[src/rtl/rd_addr_seq_pkg.sv]
package rd_addr_seq_pkg;

  typedef enum logic [1:0] {
    LOOP_HOLD  = 2'b00,
    LOOP_GROUP = 2'b01,
    LOOP_TYPE  = 2'b10,
    LOOP_MAP   = 2'b11
  } loop_mode_e;

  localparam int unsigned ADDR_W_DEF  = 5;
  localparam int unsigned TYPE_W_DEF  = 4;
  localparam int unsigned GROUP_W_DEF = 2;

endpackage

[src/rtl/addr_seq_mask.sv]
// Turns the loop mode into a mask of the address bits that are allowed to count.
module addr_seq_mask
  import rd_addr_seq_pkg::*;
#(
  parameter int unsigned ADDR_W  = ADDR_W_DEF,
  parameter int unsigned TYPE_W  = TYPE_W_DEF,
  parameter int unsigned GROUP_W = GROUP_W_DEF
) (
  input  logic [1:0]        mode,
  output logic [ADDR_W-1:0] mask
);

  function automatic logic [ADDR_W-1:0] low_ones(input int unsigned n);
    logic [ADDR_W-1:0] m;
    for (int i = 0; i < ADDR_W; i++) m[i] = (i < n);
    return m;
  endfunction

  localparam logic [ADDR_W-1:0] MAP_MASK   = low_ones(ADDR_W);
  localparam logic [ADDR_W-1:0] TYPE_MASK  = low_ones(TYPE_W);
  localparam logic [ADDR_W-1:0] GROUP_MASK = low_ones(GROUP_W);

  loop_mode_e mode_e;
  assign mode_e = loop_mode_e'(mode);

  always_comb begin
    unique case (mode_e)
      LOOP_MAP:   mask = MAP_MASK;
      LOOP_TYPE:  mask = TYPE_MASK;
      LOOP_GROUP: mask = GROUP_MASK;
      default:    mask = '0;
    endcase
  end

endmodule

[src/rtl/addr_seq_step.sv]
// Next-address arithmetic: adds one inside the masked bits and keeps the rest.
module addr_seq_step #(
  parameter int unsigned ADDR_W = 5
) (
  input  logic [ADDR_W-1:0] cur,
  input  logic [ADDR_W-1:0] mask,
  output logic [ADDR_W-1:0] nxt,
  output logic              folds
);

  function automatic logic [ADDR_W-1:0] advance(input logic [ADDR_W-1:0] a,
                                                input logic [ADDR_W-1:0] m);
    logic [ADDR_W-1:0] inc;
    inc = ADDR_W'(a + 1'b1);
    return (a & ~m) | (inc & m);
  endfunction

  function automatic logic will_fold(input logic [ADDR_W-1:0] a,
                                     input logic [ADDR_W-1:0] m);
    return (m != '0) && ((a & m) == m);
  endfunction

  assign nxt   = advance(cur, mask);
  assign folds = will_fold(cur, mask);

endmodule

[src/rtl/addr_seq_reg.sv]
// Address register; load has priority over step.
module addr_seq_reg #(
  parameter int unsigned ADDR_W = 5
) (
  input  logic              clk,
  input  logic              rst,
  input  logic              load,
  input  logic              step,
  input  logic [ADDR_W-1:0] load_val,
  input  logic [ADDR_W-1:0] step_val,
  output logic [ADDR_W-1:0] q
);

  always_ff @(posedge clk) begin
    if (rst)       q <= '0;
    else if (load) q <= load_val;
    else if (step) q <= step_val;
  end

endmodule

[src/rtl/rd_addr_seq.sv]
module rd_addr_seq
  import rd_addr_seq_pkg::*;
#(
  parameter int unsigned ADDR_W  = ADDR_W_DEF,
  parameter int unsigned TYPE_W  = TYPE_W_DEF,
  parameter int unsigned GROUP_W = GROUP_W_DEF
) (
  input  logic              clk,
  input  logic              rst,
  input  logic              xfer_start,
  input  logic [ADDR_W-1:0] start_addr,
  input  logic [1:0]        loop_mode,
  input  logic              word_done,
  output logic [ADDR_W-1:0] cur_addr
);

  logic [ADDR_W-1:0] cnt_mask;
  logic [ADDR_W-1:0] nxt_addr;
  logic              folds;

  // Named events for the checker
  logic load_evt;
  logic step_evt;
  logic wrap_evt;

  assign load_evt = xfer_start;
  assign step_evt = word_done & ~xfer_start;
  assign wrap_evt = step_evt & folds;

  addr_seq_mask #(
    .ADDR_W (ADDR_W),
    .TYPE_W (TYPE_W),
    .GROUP_W(GROUP_W)
  ) mask_i (
    .mode(loop_mode),
    .mask(cnt_mask)
  );

  addr_seq_step #(
    .ADDR_W(ADDR_W)
  ) step_i (
    .cur  (cur_addr),
    .mask (cnt_mask),
    .nxt  (nxt_addr),
    .folds(folds)
  );

  addr_seq_reg #(
    .ADDR_W(ADDR_W)
  ) reg_i (
    .clk     (clk),
    .rst     (rst),
    .load    (load_evt),
    .step    (step_evt),
    .load_val(start_addr),
    .step_val(nxt_addr),
    .q       (cur_addr)
  );

endmodule

[config.mk]
export PLATFORM = sky130hd
export DESIGN_NAME = rd_addr_seq
export DESIGN_NICKNAME = d
export VERILOG_FILES = /design/src/rtl/rd_addr_seq_pkg.sv /design/src/rtl/addr_seq_mask.sv /design/src/rtl/addr_seq_step.sv /design/src/rtl/addr_seq_reg.sv /design/src/rtl/rd_addr_seq.sv
export SDC_FILE = /design/constraint.sdc
export NUM_CORES = 1
export LEC_CHECK = 0
export ABC_AREA = 1
export CAP_MARGIN = 10
export CORE_AREA = 2 2 39 41
export CTS_CLUSTER_SIZE = 40
export DETAILED_ROUTE_END_ITERATION = 7
export DIE_AREA = 0 0 41 43
export DONT_BUFFER_PORTS = 1
export HOLD_SLACK_MARGIN = 0.02
export PLACE_DENSITY_LB_ADDON = 0.1
export SLEW_MARGIN = 20
export SYNTH_ARGS = -nofsm -noshare
export SYNTH_HDL_FRONTEND = slang
export SYNTH_SLANG_ARGS = --single-unit
export TNS_END_PERCENT = 10
[constraint.sdc]
create_clock -name clk -period 1.1 [get_ports clk]
set_input_delay 0.165 -clock clk [delete_from_list [all_inputs] [get_ports clk]]
set_output_delay 0.165 -clock clk [all_outputs]
set_load 0.03 [all_outputs]
==> run summary <==
outcome = completed
switch share = 0.300
worst r2r src = reg_i.q[0]$_SDFFE_PP0P_
crit share post-route = 0.899
via/cell ratio = 4.70
All-Layer GR Usage = 0.132
Die Wd = 41 um
Max FO, Critical Path = 5
CTS Buffer Depth = 2
antenna violations before repair = 0
H-tree Lvls = 1
Worst Path Required = 940 ps
Reg2Reg Depth = 5
post-CTS repair timing setup buffer count = 0
Placer Congestion = 0.664
Core Box Area = 0.00138 mm2
Slew Viols, Final = 0
share of layout cells above drive strength 1 = 0.171
Power Density = 1240 mW/mm2
most frequent cells in the layout = nand2_1, inv_1, nor2_1
NetSw = 0.164 mW
measured slew at the worst slew-check pin = 175 ps
skew final = 1.11 ps
Syn Inst Count = 60
final non-filler cell total = 86
setup TNS = 0 ps
Slew headroom = 0.884
Num CTS Buffers = 3
Tmin final = 989 ps
Synth cell types = 12
Max Cap Viol = 0
worst-skew pair later-pin latency = 240 ps
Post-Route WL = 896 um
final hold vios = 0
fmax = 1.01 GHz
startpoint types = register
input/output buffers = 0
Worst Setup End Kind = primary output
number of placed I/O pins = 16
fin nets = 83
most common cell after layout, fill and taps aside = nand2_1
placed wire-length estimate = 750 um
syn_nets = 72
Max VDD drop = 0.645 mV
# DRC = 0
cell depth of the worst hold path = 3
share of power burned in registers = 0.385
gr ovfl total = 0
CTS tree = built
YS warnings = 0
drt pass-1 iters = 4
worst hold path type = in -> reg
Num Clock Sinks = 5
WP buf/inv = 1
top-area cell type share of the netlist area = 0.292
chip height = 43 um
top cells by area, synth = dfxtp_1, nand2_1, inv_1, nor2_1, a21oi_1
clock power share = 0.381
WL/cell = 10.4 um
largest net degree at the start of global routing = 10
antenna violation net count after detailed routing = 0
Arrival @ worst endpoint = 820 ps
mapped cell area = 343 um2
Layout area overhead = 28.5%
DRC marker count from the first detailed-route iteration = 4
antenna cells = 0
Final Power = 0.547 mW
placed cell count = 81
CP Class = reg -> out
Setup-failing EPs final = 0
post-synthesis sequential area ratio = 0.292
Initial Utilization = 0.248
internal power = 0.383 mW
WHS = 87.1 ps
Worst path depth = 1
Synth area leader = dfxtp_1
DR vias = 404
Comb pwr share = 0.234
DIE AREA = 0.00176 mm2
root buffer cell = clkbuf_4
site row count = 14
Worst path max stage delay = 390 ps
family with the most delay on the worst path = flip-flops
RSZ-0062 raised after global routing = no
Worst-path clk slew = 40 ps
Lkg Pwr = 0.226 nW
Seq cells post-synth = 5
first-pass GRT wire length = 1.52 mm
Worst Hold Launch = rst
crit path cell chain = buf_4
vias in the first global route = 376
syn avg cell area = 5.71 um2
Worst path slowest cell = dfxtp_1
-- layer usage --
layer | part of all wire | vias to the layer above | global-route usage
met5 | 0 | - | 0
met4 | 0 | 0 | 0.0200
met3 | 0.060 | 0 | 0.0942
met2 | 0.50 | 14 | 0.203
met1 | 0.44 | 180 | 0.147
li1 | - | 210 | -
-- repair_timing --
item                                    CTS  global route
hold buffers                              1             0
endpoints found under the setup margin    0             1
resized for setup                         0             1
endpoints found under the hold margin     2             0
-- cells in the mapped netlist, drive strengths merged --
cell    instances
a21oi           5
dfxtp           5
ha              1
inv            11
nand2          19
nand3           5
nand3b          1
nand4           3
nor2            7
o21ai           3
-- stage by stage --
step / utilization / setup slack [ps] / cell area [um2]
after floorplan: - / 31.6 / 345
after global placement: 0.291 / 120 / 403
after detailed placement: 0.291 / 127 / 403
after CTS: 0.317 / 27.3 / 439
after global routing: 0.318 / 45.9 / 440
final: 0.318 / 111 / 440
-- worst register-to-register path, cell delays in order (launching register included) --
cell and delay [ps]:
dfxtp_2 310, ha_1 220, nand2_1 90, o21ai_0 70, a21oi_1 130, nor2_1 50
-- logic make-up (layout without fill, tap and decap cells) --
logic type | count (synthesis) | after routing | synth area share
flip-flops | 5 | 5 | 0.292
AO/OA/AOI/OAI | 8 | 8 | 0.117
AND/OR/NAND/NOR | 35 | 35 | 0.434
buffers and inverters | 11 | 21 | 0.120
adder cells (fa/ha/maj) | 1 | 1 | 0.0365
-- path summary, 6_finish.rpt --
path                                                end  slack [ps]
worst max-delay path                        cur_addr[3]         110
worst min-delay path            reg_i.q[0]$_SDFFE_PP0P_          90
worst max register to register                 register         130
worst min register to register                 register         560
-- area by class of cell --
class,instances,area (um2)
Fill cell,167,943
Multi-Input combinational cell,44,201
Sequential cell,5,104
Timing Repair Buffer,6,47.5
Inverter,11,41.3
Clock buffer,4,26.3
Tap cell,16,20.0
-- power groups by stage --
stage / clock network (mW) / registers, mW / logic (mW)
6_report: 0.208 / 0.210 / 0.128
3_5_place_dp: 0 / 0.213 / 0.126
5_1_grt: 0.240 / 0.213 / 0.144
3_3_place_gp: 0 / 0.213 / 0.130
4_1_cts: 0.224 / 0.210 / 0.130
2_1_floorplan: 0 / 0.242 / 0.0586
(Power assumes the default switching activity.)
